$ cat src/rtl/spiq_pkg.sv
package spiq_pkg;
    localparam int REG_AW   = 3;
    localparam int FLAG_BIT = 31;
    localparam int BIT_TXWM = 0;
    localparam int BIT_RXWM = 1;

    typedef enum logic [REG_AW-1:0] {
        A_TXD  = 3'd0,
        A_RXD  = 3'd1,
        A_TXMK = 3'd2,
        A_RXMK = 3'd3,
        A_IEN  = 3'd4,
        A_IPND = 3'd5
    } reg_addr_e;
endpackage

$ cat src/rtl/spiq_ring.sv
module spiq_ring #(
    parameter int W     = 8,
    parameter int DEPTH = 8
) (
    input  logic                         clk,
    input  logic                         rst_n,
    input  logic                         push_i,
    input  logic [W-1:0]                 data_i,
    input  logic                         pop_i,
    output logic [W-1:0]                 head_o,
    output logic [$clog2(DEPTH+1)-1:0]   count_o,
    output logic                         full_o,
    output logic                         empty_o
);
    localparam int PW = (DEPTH > 1) ? $clog2(DEPTH) : 1;
    localparam int CW = $clog2(DEPTH + 1);

    typedef struct packed {
        logic [PW-1:0] wp;
        logic [PW-1:0] rp;
        logic [CW-1:0] cnt;
    } ring_t;

    ring_t st_d, st_q;
    logic [W-1:0] mem_q [DEPTH];
    logic do_push, do_pop;

    assign full_o  = (st_q.cnt == CW'(DEPTH));
    assign empty_o = (st_q.cnt == '0);
    assign do_push = push_i && !full_o;
    assign do_pop  = pop_i && !empty_o;
    assign head_o  = mem_q[st_q.rp];
    assign count_o = st_q.cnt;

    function automatic logic [PW-1:0] bump(input logic [PW-1:0] p);
        return (p == PW'(DEPTH - 1)) ? '0 : p + 1'b1;
    endfunction

    always_comb begin
        st_d = st_q;
        if (do_push) st_d.wp = bump(st_q.wp);
        if (do_pop)  st_d.rp = bump(st_q.rp);
        case ({do_push, do_pop})
            2'b10:   st_d.cnt = st_q.cnt + 1'b1;
            2'b01:   st_d.cnt = st_q.cnt - 1'b1;
            default: st_d.cnt = st_q.cnt;
        endcase
    end

    always_ff @(posedge clk or negedge rst_n) begin
        if (!rst_n) st_q <= '0;
        else        st_q <= st_d;
    end

    always_ff @(posedge clk) begin
        if (do_push) mem_q[st_q.wp] <= data_i;
    end
endmodule

$ cat src/rtl/spiq_mark.sv
module spiq_mark #(
    parameter int CW = 4
) (
    input  logic [CW-1:0] tx_cnt_i,
    input  logic [CW-1:0] rx_cnt_i,
    input  logic [CW-1:0] tx_mark_i,
    input  logic [CW-1:0] rx_mark_i,
    input  logic [1:0]    ien_i,
    output logic [1:0]    pend_o,
    output logic          irq_o
);
    import spiq_pkg::*;

    always_comb begin
        pend_o           = '0;
        pend_o[BIT_TXWM] = (tx_cnt_i < tx_mark_i);
        pend_o[BIT_RXWM] = (rx_cnt_i > rx_mark_i);
        irq_o            = |(pend_o & ien_i);
    end
endmodule

$ cat src/rtl/spi_fifo_regs.sv
module spi_fifo_regs #(
    parameter int DATA_W = 8,
    parameter int DEPTH  = 8
) (
    input  logic              clk,
    input  logic              rst_n,
    input  logic              reg_wr,
    input  logic              reg_rd,
    input  logic [2:0]        reg_addr,
    input  logic [31:0]       reg_wdata,
    output logic [31:0]       reg_rdata,
    output logic              tx_valid,
    output logic [DATA_W-1:0] tx_data,
    input  logic              tx_ready,
    input  logic              rx_valid,
    input  logic [DATA_W-1:0] rx_data,
    output logic              rx_ready,
    output logic              irq
);
    import spiq_pkg::*;

    localparam int CW = $clog2(DEPTH + 1);

    typedef struct packed {
        logic [CW-1:0] txmark;
        logic [CW-1:0] rxmark;
        logic [1:0]    ien;
        logic [31:0]   rdata;
    } regs_t;

    regs_t r_d, r_q;
    reg_addr_e          a;
    logic [DATA_W-1:0]  rx_head;
    logic [CW-1:0]      tx_cnt, rx_cnt;
    logic               tx_full, tx_empty, rx_full, rx_empty;
    logic               tx_push, rx_pop;
    logic [1:0]         pend;
    logic [1:0]         ien_w;
    logic               unused_wdata;

    assign a            = reg_addr_e'(reg_addr);
    assign tx_push      = reg_wr && (a == A_TXD);
    assign rx_pop       = reg_rd && (a == A_RXD);
    assign tx_valid     = !tx_empty;
    assign rx_ready     = !rx_full;
    assign reg_rdata    = r_q.rdata;
    assign ien_w        = r_q.ien;
    assign unused_wdata = ^reg_wdata[31:DATA_W];

    spiq_ring #(.W(DATA_W), .DEPTH(DEPTH)) u_txq (
        .clk(clk), .rst_n(rst_n),
        .push_i(tx_push), .data_i(reg_wdata[DATA_W-1:0]),
        .pop_i(tx_ready), .head_o(tx_data),
        .count_o(tx_cnt), .full_o(tx_full), .empty_o(tx_empty)
    );

    spiq_ring #(.W(DATA_W), .DEPTH(DEPTH)) u_rxq (
        .clk(clk), .rst_n(rst_n),
        .push_i(rx_valid), .data_i(rx_data),
        .pop_i(rx_pop), .head_o(rx_head),
        .count_o(rx_cnt), .full_o(rx_full), .empty_o(rx_empty)
    );

    spiq_mark #(.CW(CW)) u_mark (
        .tx_cnt_i(tx_cnt), .rx_cnt_i(rx_cnt),
        .tx_mark_i(r_q.txmark), .rx_mark_i(r_q.rxmark),
        .ien_i(r_q.ien), .pend_o(pend), .irq_o(irq)
    );

    always_comb begin
        r_d = r_q;
        if (reg_wr) begin
            case (a)
                A_TXMK:  r_d.txmark = reg_wdata[CW-1:0];
                A_RXMK:  r_d.rxmark = reg_wdata[CW-1:0];
                A_IEN:   r_d.ien    = reg_wdata[1:0];
                default: ;
            endcase
        end
        if (reg_rd) begin
            r_d.rdata = '0;
            case (a)
                A_TXD:  r_d.rdata[FLAG_BIT] = tx_full;
                A_RXD: begin
                    if (rx_empty) r_d.rdata[FLAG_BIT] = 1'b1;
                    else          r_d.rdata[DATA_W-1:0] = rx_head;
                end
                A_TXMK: r_d.rdata[CW-1:0] = r_q.txmark;
                A_RXMK: r_d.rdata[CW-1:0] = r_q.rxmark;
                A_IEN:  r_d.rdata[1:0]    = r_q.ien;
                A_IPND: r_d.rdata[1:0]    = pend;
                default: ;
            endcase
        end
    end

    always_ff @(posedge clk or negedge rst_n) begin
        if (!rst_n) r_q <= '0;
        else        r_q <= r_d;
    end
endmodule

$ cat config.mk
export PLATFORM = sky130hd
export DESIGN_NAME = spi_fifo_regs
export DESIGN_NICKNAME = d
export VERILOG_FILES = /design/src/rtl/spiq_pkg.sv /design/src/rtl/spiq_ring.sv /design/src/rtl/spiq_mark.sv /design/src/rtl/spi_fifo_regs.sv
export SDC_FILE = /design/constraint.sdc
export NUM_CORES = 1
export LEC_CHECK = 0
export CELL_PAD_IN_SITES_DETAIL_PLACEMENT = 1
export CELL_PAD_IN_SITES_GLOBAL_PLACEMENT = 1
export CORE_UTILIZATION = 34
export CTS_BUF_LIST = sky130_fd_sc_hd__clkbuf_4 sky130_fd_sc_hd__clkbuf_8 sky130_fd_sc_hd__clkbuf_16
export DETAILED_ROUTE_END_ITERATION = 8
export PLACE_DENSITY_LB_ADDON = 0.1
export SYNTH_ARGS = -nofsm -noshare
export SYNTH_HDL_FRONTEND = slang
export SYNTH_HIERARCHICAL = 1
export SYNTH_SLANG_ARGS = --single-unit
$ cat constraint.sdc
create_clock -name clk -period 4.7 [get_ports clk]
set_input_delay 0.705 -clock clk [delete_from_list [all_inputs] [get_ports clk]]
set_output_delay 0.705 -clock clk [all_outputs]
set_load 0.05 [all_outputs]
**After elaboration in Yosys (flattened, before gate mapping)**

Memory sizes are Yosys's and may differ from the RTL's.
Index checks and enable logic that the tools add are counted.

- Memories: 2
- Word-level logic and storage cells: 73
- Memory bits (writable): 128
- Register bits after elaboration: 39
- Bits of input ports: 49
- Bits in latches: 0
- Memory bits (read-only): 0
- Output and inout bits: 43

- Equality and inequality tests: 15
- $mul: 0
- Multiplexer cells: 16
- Shift operators: 0
- $add $sub $neg: 8
- Bitwise gates (word level): 1
- Magnitude comparators: 2
- Divide/modulo/power cells: 0
- Reductions and logical operators: 19

Memories:

| memory | depth | width | read ports | clocked after Yosys merged registers in | wr ports | line | RTL |
|---|---|---|---|---|---|---|---|
| u_rxq.mem_q | 8 | 8 | 1 | 0 | 1 | spiq_ring.sv:25 | `logic [W-1:0] mem_q [DEPTH];` |
| u_txq.mem_q | 8 | 8 | 1 | 0 | 1 | spiq_ring.sv:25 |  |

Operators by type and width:

| cell | count |
|---|---|
| == test 3 bit (second input constant) | 6 |
| case mux 4 bit (2 select lines) | 2 |
| adder 3 x 1 -> 3 bit (second input constant) | 4 |
| 2-to-1 mux 3 bit | 4 |
| case mux 2 bit (5 select lines) | 1 |
| adder 4 x 1 -> 4 bit (second input constant) | 2 |
| == test 4 bit (second input constant) | 2 |
| zero test 4 bit | 2 |
| 2-to-1 mux 8 bit | 1 |
| subtractor 4 x 1 -> 4 bit (second input constant) | 2 |
| == test 3 x 2 -> 1 bit (second input constant) | 2 |
| logical AND 1 bit | 6 |
| case mux 2 bit (3 select lines) | 1 |
| AND reduction 2 bit | 3 |
| 2-to-1 mux 1 bit | 5 |
| == test 2 x 1 -> 1 bit (second input constant) | 2 |
| == test 2 bit (second input constant) | 2 |
| greater-than comparator 4 bit | 1 |
| zero test 1 bit | 4 |
| less-than comparator 4 bit | 1 |
| 2-to-1 mux 4 bit | 1 |
| nonzero test 2 bit | 2 |
| == test 3 x 1 -> 1 bit (second input constant) | 1 |
| zero test 3 bit | 1 |
| 3 further kinds | 3 |

**Depth between registers and ports, before layout**

Gate-level depths: netlist (run 1).

- Word-level depth: 5
- Depth in mapped cells: 10
- Gate-level depth less buffers: 9

**Modules after synthesis**

Netlist (run 1), hierarchy kept.

Modules (own cells, without submodules):

| module | times used | area each (um^2) | seq. area each (um^2) | cells an instance |
|---|---|---|---|---|
| spiq_ring (u_rxq) | 1 | 3,240.6 | 2,172.1 | 166 |
| spiq_ring (u_txq) | 1 | 3,236.9 | 2,172.1 | 165 |
| spi_fifo_regs | 1 | 1,178.6 | 475.5 | 107 |
| spiq_mark | 1 | 205.2 | 0.0 | 26 |

**Worst setup path before layout (run 1)**

No wires, ideal clock.

- Path type: input to register
- Start: input port reg_addr[0]
- End: register u_txq.st_q, in the netlist u_txq/count_o[3]
- Required time: 4.566 ns
- Setup slack: 1.277 ns
- Stages: 8
- Setup time: 0.134 ns
- Data arrival time: 3.289 ns
- Cell sequence: buf_4 -> nor4b_1 -> nand2_8 -> ha_1 -> ha_1 -> or4b_2 -> o311ai_0 -> o211ai_1

- Longest elaborated chain between the ends: 5
- Elaborated cells between the ends (all ways): 7
- Those cells by class: eq/ne: 2; mux: 1; reduce/logical: 4

Ends and longest elaborated chain:

| item | line | RTL |
|---|---|---|
| start, declared | spi_fifo_regs.sv:9 | `input logic [2:0] reg_addr,` |
| zero test 3 bit * | spi_fifo_regs.sv:42 | `assign tx_push = reg_wr && (a == A_TXD);` |
| logical AND 1 bit * | spi_fifo_regs.sv:42 |  |
| named net tx_push | spi_fifo_regs.sv:36 | `logic tx_push, rx_pop;` |
| logical AND 1 bit * | spiq_ring.sv:30 | `assign do_push = push_i && !full_o;` |
| == test 2 x 1 -> 1 bit or == test 2 bit (tied branches) | spiq_ring.sv:43 | `case ({do_push, do_pop})` |
| case mux 4 bit (2 select lines) or nonzero test 2 bit (tied branches) | -- |  |
| end signal, assigned | spiq_ring.sv:52 | `else st_q <= st_d;` |
| end, declared | spiq_ring.sv:24 | `ring_t st_d, st_q;` |

Mark *: on every way through the listed nets, which the timed path passes. The rest lies on a longest branch.
A chain may end at the register's enable or synchronous reset.

**Worst setup path after layout (run 1)**

Ends and elaborated chain as after synthesis.

==> results.md, run 1 <==
- Status: completed
- Critical-path top delay cell: or4b_2
- # DRC: 0
- Post-CTS Hold Fix Bufs: 0
- Final ANT Viol Nets: 0
- H-tree depth: 4
- Yosys warns: 6
- I/O Buffers: 44
- Final WL: 16.01 mm
- Dominant synthesized flop cell: edfxtp_1
- CP Depth: 10
- Placed cell areas: 8402 µm²
- CP Max Fanout: 9
- Vias: 3,961
- Startpoint class of the critical path: input port
- R2R Path Start: u_txq/count_o[0]$_DFFE_PN0P_
- CP Class: in -> reg
- Worst-Skew Late Latency: 0.43 ns
- IO Count: 92
- Cts repair resizes: 0
- Period minus WS final: 3.560 ns
- Reg2Reg Depth: 7
- Cts bufs inserted: 17
- Clk slew on worst S/H paths: 0.07 ns
- Setup TNS: 0 ns
- Worst min path class: in -> async
- Reg2Reg Capture Point: u_txq/count_o[3]$_DFFE_PN0P_
- Maxcap violations: 0
- Seq/Total Area, Yosys: 0.6131
- P&R area growth vs syn: 14.29%
- Avg Cell Area, Syn: 16.94 µm²
- Die ar.: 23,730 µm²
- First-pass DRT Iterations: 4
- Area of the mapped netlist: 7861 µm²
- Gr busiest metal: met2
- Final #Nets: 576
- Crit path largest cell delay: 0.69 ns
- GRT Overall Usage: 0.1466
- First-pass GRT wire length: 25.54 mm
- Die Y: 154.1 µm
- R2R setup slack: 1.65 ns
- Die span in x: 154.1 µm
- Setup Skew: 0.01076 ns
- # diodes: 0
- CTS max path bufs: 2
- CP Launch Point: reg_addr[0]
- Number of max-slew violations in the final report: 0
- Worst Setup EP: u_txq/count_o[3]$_DFFE_PN0P_
- Crit. End Element: register
- Gate Count Post-Synth: 464
- EDFF count, synth: 128
- P per Cell Area: 583.4 nW/µm²
- Total gr overflow: 0
- Number of core rows: 55
- Slew headroom: 0.2779
- Worst Path Buf+Inv: 3
- Grt met2 use: 0.2610
- Final setup viols: 0
- Pleak: 3.307 nW
- Hpwl dp: 10.39 mm
- CTS tree: yes
- Peak VDD IR: 0.2962 mV
- Routed vias/inst: 4.939
- CP Cell Sequence: clkdlybuf4s50_1 -> buf_4 -> nor4b_1 -> buf_4 -> nand2_8 -> ha_1 -> ha_1 -> or4b_2 -> o311ai_0 -> o211ai_1
- Period utilization: 0.7575
- # clock sinks: 167
- Met1 GRT Util: 0.1784
- Initial antenna violation count: 0
- RSZ-0062 raised after global routing: false
- Root Buffer: clkbuf_16
- Post-route cell area: 8985 µm²
- Postcts setup bufs: 0
- Layout cells sized above 1: 0.2302
- Initial Util: 0.3472
- Async SR Flop Fraction: 0.2335
- GR Util met3: 0.03016
- Wirelength per Cell: 19.96 µm
- Worst slew pin tran: 1.079 ns
- Largest net degree at the start of global routing: 40
- CP required: 5.00 ns
- Top delay family on crit path: buffers and inverters
- Yosys reg bits: 167
- Placer Congestion: 0.6999
- Final Total Pwr: 5.242 mW
- Cell variety after synth: 61
- Vias in the first global route: 4,265
- Iter 0 DRT Violations: 150
- Fin. Hold Viols: 0
- Core area: 22,640 µm²
- CP Data Arrival Time: 3.86 ns
- Fmax: 280.9 MHz
registers in the layout, indices dropped and copies added (netlist names):
signal         cells
u_rxq/count_o      4
reg_rdata          9
u_rxq/st_q         6
u_txq/st_q         6
u_txq/count_o      4
ien_w              2
u_txq/mem_q       64
r_q                8
u_rxq/mem_q       64
routing by layer:
metal | part of all wire | wire (µm) | vias to the layer above
li1 | - | - | 1840
met1 | 0.43 | 6943 | 2061
met2 | 0.53 | 8492 | 49
met3 | 0.026 | 413 | 11
met4 | 0.0099 | 159 | 0
met5 | 0 | 0 | -
synthesized netlist by cell type, drive strengths merged (8+ instances only):
| master | n | area share |
|---|---|---|
| edfxtp | 128 | 0.49 |
| buf | 55 | 0.056 |
| dfrtp | 39 | 0.12 |
| mux2 | 38 | 0.065 |
| mux4 | 32 | 0.099 |
| inv | 26 | 0.012 |
| ha | 21 | 0.033 |
| nor3 | 13 | 0.0089 |
| nor2 | 11 | 0.0053 |
| nand2 | 9 | 0.0084 |
| nand2b | 8 | 0.0064 |
cell type report:
| cell class | count | area, µm² |
|---|---|---|
| Clock buffer | 17 | 425.4 |
| Timing Repair Buffer | 56 | 525.5 |
| Clock inverter | 15 | 157.7 |
| Tap cell | 285 | 356.6 |
| Inverter | 27 | 101.3 |
| Multi-Input combinational cell | 235 | 2599 |
| Fill cell | 2227 | 13660 |
| Sequential cell | 167 | 4820 |
power breakdown:
part	total [mW]	internal [mW]	switching [mW]
registers	2.14	1.80	0.331
logic	1.75	0.875	0.874
clock network	1.36	0.709	0.649
total	5.24	3.39	1.85
through the flow:
stage	hold WS (ns)	instances	setup slack, ns	utilization
final	0.4221	802	1.140	0.3969
after global routing	0.5186	802	0.9728	0.3969
after CTS	0.4621	802	1.171	0.3969
after detailed placement	0.5030	770	0.7119	0.3711
after global placement	0.4969	770	0.7786	0.3711
after floorplan	0.4094	486	1.277	-
worst min-delay path by stage:
stage,start,end,slack [ns]
2_1_floorplan,rst_n,ien_w[0]$_DFFE_PN0P_,0.41
3_3_place_gp,reg_rdata[7]$_DFFE_PN0P_,reg_rdata[7]$_DFFE_PN0P_,0.50
3_5_place_dp,reg_rdata[7]$_DFFE_PN0P_,reg_rdata[7]$_DFFE_PN0P_,0.50
4_1_cts,rst_n,u_txq/count_o[2]$_DFFE_PN0P_,0.46
5_1_grt,rst_n,u_txq/count_o[2]$_DFFE_PN0P_,0.52
6_report,rst_n,u_txq/count_o[2]$_DFFE_PN0P_,0.42
logic make-up after synthesis:
logic type	count (synthesis)	share of synthesized area
flops	167	0.6131
buf+inv	84	0.06939
mux	76	0.1714
simple gates	71	0.06048
compound gates	38	0.04218
fa+ha+maj	23	0.03852
xor+xnor	4	0.004457
other cells	1	0.0004770
cell usage in the layout (no fill, tap or decap), types with 4 or more instances in the layout:
master,synthesis,layout
nor3_1,12,8
nor4_1,5,5
dfrtp_1,39,39
inv_1,26,26
nand2b_1,8,8
inv_8,0,4
conb_1,1,23
a21oi_1,4,4
o21ai_0,4,4
clkbuf_16,0,17
mux4_2,17,17
nor2_1,11,11
clkdlybuf4s50_1,0,43
ha_1,21,21
a22o_1,5,5
mux2_4,22,22
mux2_2,16,16
buf_4,41,12
nand3_1,6,6
nor3_2,1,5
nand2_1,7,7
mux4_1,15,15
mux2i_1,6,6
edfxtp_1,128,128
nor3b_1,6,6
Power figures use the tool's default switching activity.
==> run 2: changes to the inputs <==
==> constraint.sdc (replaced) <==
create_clock -name clk -period 3 [get_ports clk]
set_input_delay 0.45 -clock clk [delete_from_list [all_inputs] [get_ports clk]]
set_output_delay 0.45 -clock clk [all_outputs]
set_load 0.05 [all_outputs]
==> run 2 against run 1 <==
Clock skew up 0.0057 ns. First-iteration DRC count up 17%. Worst hold slack lost 0.24 ns. Combinational power increased by 68%. Total power up 59%. Final cell count is 3.7% higher. Clock power grew 56%. Routed wire length up 3.0%. Via count rose by 3.0%. Largest power group unchanged. Highest routed layer unchanged.
==> results.md, run 2 (same netlist as run 1, synthesis figures left out) <==
- Core area: 22,640 µm² (unchanged)
- Final Total Pwr: 8.326 mW (+59%)
- CP Data Arrival Time: 2.39 ns (-1.47 ns)
- First-pass DRT Iterations: 4 (unchanged)
- Total gr overflow: 0 (unchanged)
- Crit. End Element: output pin
- Routed vias/inst: 4.903 (-0.73%)
- Critical-path top delay cell: dlygate4sd2_1
- Number of max-slew violations in the final report: 0 (unchanged)
- Worst-Skew Late Latency: 0.43 ns (about the same)
- I/O Buffers: 44 (unchanged)
- Slew headroom: 0.3468 (+0.06895)
- CP Max Fanout: 6 (-3)
- Period minus WS final: 2.837 ns
- Hold Slack: 0.1817 ns (-0.2404 ns)
- Fmax: 352.5 MHz
- IO Count: 92 (unchanged)
- Area taken by flip-flops and latches: 4820 µm² (unchanged)
- Initial antenna violation count: 0 (unchanged)
- # diodes: 0 (unchanged)
- CP required: 2.55 ns (-2.45 ns)
- Layout cells sized above 1: 0.2815 (+0.05136)
- RSZ-0062 raised after global routing: false
- GRT Overall Usage: 0.1479 (+0.001315)
- Most common cell after layout, fill and taps aside: edfxtp_1
- Status: completed
- Vias: 4,079 (+3.0%)
- Fin util: 0.4054 (+0.008566)
- Clk slew on worst S/H paths: 0.07 ns (about the same)
- Die ar.: 23,730 µm² (unchanged)
- Postcts setup bufs: 0 (unchanged)
- Cts bufs inserted: 17 (unchanged)
- CTS max path bufs: 2 (unchanged)
- CTS tree: yes
- Dpl cells: 801 (+4.0%)
- Crit path largest cell delay: 0.53 ns (-0.16 ns)
- Post-CTS Hold Fix Bufs: 0 (unchanged)
- Worst slew pin tran: 0.9798 ns (-0.09943 ns)
- Setup Skew: 0.01649 ns (+0.005728 ns)
- Placer Congestion: 0.7053 (+0.77%)
- Hpwl dp: 11.08 mm (+6.6%)
- Peak VDD IR: 0.4080 mV (+38%)
- First-pass GRT wire length: 25.86 mm (+1.2%)
- Final WL: 16.48 mm (+3.0%)
- Period utilization: 0.9455
- Startpoint class of the critical path: register
- Maxcap violations: 0 (unchanged)
- Non-filler cells, final: 832 (+3.7%)
- P&R area growth vs syn: 16.76%
- Wirelength per Cell: 19.81 µm (-0.75%)
- # clock sinks: 167 (unchanged)
- Final ANT Viol Nets: 0 (unchanged)
- Number of core rows: 55 (unchanged)
- CP Cell Sequence: ha_1 -> nor2b_4 -> o21ai_2 -> a21oi_2 -> a22o_1 -> dlygate4sd2_1
- Iter 0 DRT Violations: 176 (+17%)
- Highest-count cells in the layout ignoring fill and taps: edfxtp_1 (128), buf_4 (51), dfrtp_1 (39)
- Fin. Hold Viols: 0 (unchanged)
- Worst min path class: in -> async
- CP Class: reg -> out
- Multi-input gate area: 2596 µm² (about the same)
- Layout fillers: 2,229 (+0.090%)
- Worst Path Buf+Inv: 1 (-2)
- Pleak: 3.467 nW (+4.8%)
- Final setup viols: 0 (unchanged)
- # DRC: 0 (unchanged)
- Final #Nets: 607 (+5.4%)
- Largest net degree at the start of global routing: 40 (unchanged)
- Top delay family on crit path: buffers and inverters
- H-tree depth: 4 (unchanged)
- Root Buffer: clkbuf_16
- Vias in the first global route: 4,422 (+3.7%)
- Initial Util: 0.3472 (unchanged)
- Die span in x: 154.1 µm (unchanged)
- Die Y: 154.1 µm (unchanged)
- P per Cell Area: 907.1 nW/µm² (+55%)
[run 2: cell types whose count changed in the layout (fill, tap and decap cells not counted), sizes merged]
cell / previous run / this run
buf: 13 / 52
bufinv: 0 / 1
dlygate4sd2: 0 / 1
inv: 33 / 32
clkinv: 7 / 6
clkdlybuf4s50: 43 / 34
[run 2: power by group]
part	switching [mW]	internal (mW)	total (mW)
Sequential	0.434	2.83	3.26
Clock	0.958	1.16	2.12
Combinational	1.51	1.43	2.94
Total	2.90	5.42	8.33
[run 2: cell type report]
class	count	share of cell area
inverters	27	0.01104
flip-flops and latches	167	0.5251
well taps	285	0.03885
multi-input cells	235	0.2829
repair buffers	87	0.08029
clock buffers	17	0.04635
clock inverters	14	0.01554
[run 2: final timing paths]
path | slack, ns | cells past startpoint | start | endpoint
hold reg to reg | 0.52 | 1 | reg_rdata[7]$_DFFE_PN0P_ | reg_rdata[7]$_DFFE_PN0P_
setup / recovery | 0.16 | 6 | u_rxq/count_o[1]$_DFFE_PN0P_ | irq
hold / removal | 0.18 | 1 | rst_n | u_txq/count_o[1]$_DFFE_PN0P_
max in group asynchronous | 2.19 | 1 | rst_n | reg_rdata[5]$_DFFE_PN0P_
min in group clk | 0.52 | 1 | reg_rdata[7]$_DFFE_PN0P_ | reg_rdata[7]$_DFFE_PN0P_
setup reg to reg | 0.28 | 7 | u_txq/count_o[1]$_DFFE_PN0P_ | u_txq/count_o[3]$_DFFE_PN0P_
[run 2: per-stage QoR]
step                      TNS, ns  instance area [µm²]  setup WS (ns)
after detailed placement  -0.2719                 8601        -0.1922
after global routing            0                 9179        0.06558
after floorplan                 0                 7950         0.1247
after CTS                       0                 9168         0.1223
final                           0                 9179         0.1635
after global placement    -0.2315                 8601        -0.1313
[run 2: layer usage]
layer  up-vias  track usage  part of all wire  routed length [µm]
met5         -            0                 0                   0
met1      2133       0.1805              0.44                7292
met3        12      0.03241             0.021                 343
li1       1880            -                 -                   -
met4         0      0.03571            0.0084                 138
met2        54       0.2647              0.53                8711
[run 2: repair_timing]
| item | in CTS | in global routing |
|---|---|---|
| endpoints found under the setup margin | 1 | 1 |
| pin swaps | 0 | 0 |
| gates resized for setup | 1 | 1 |
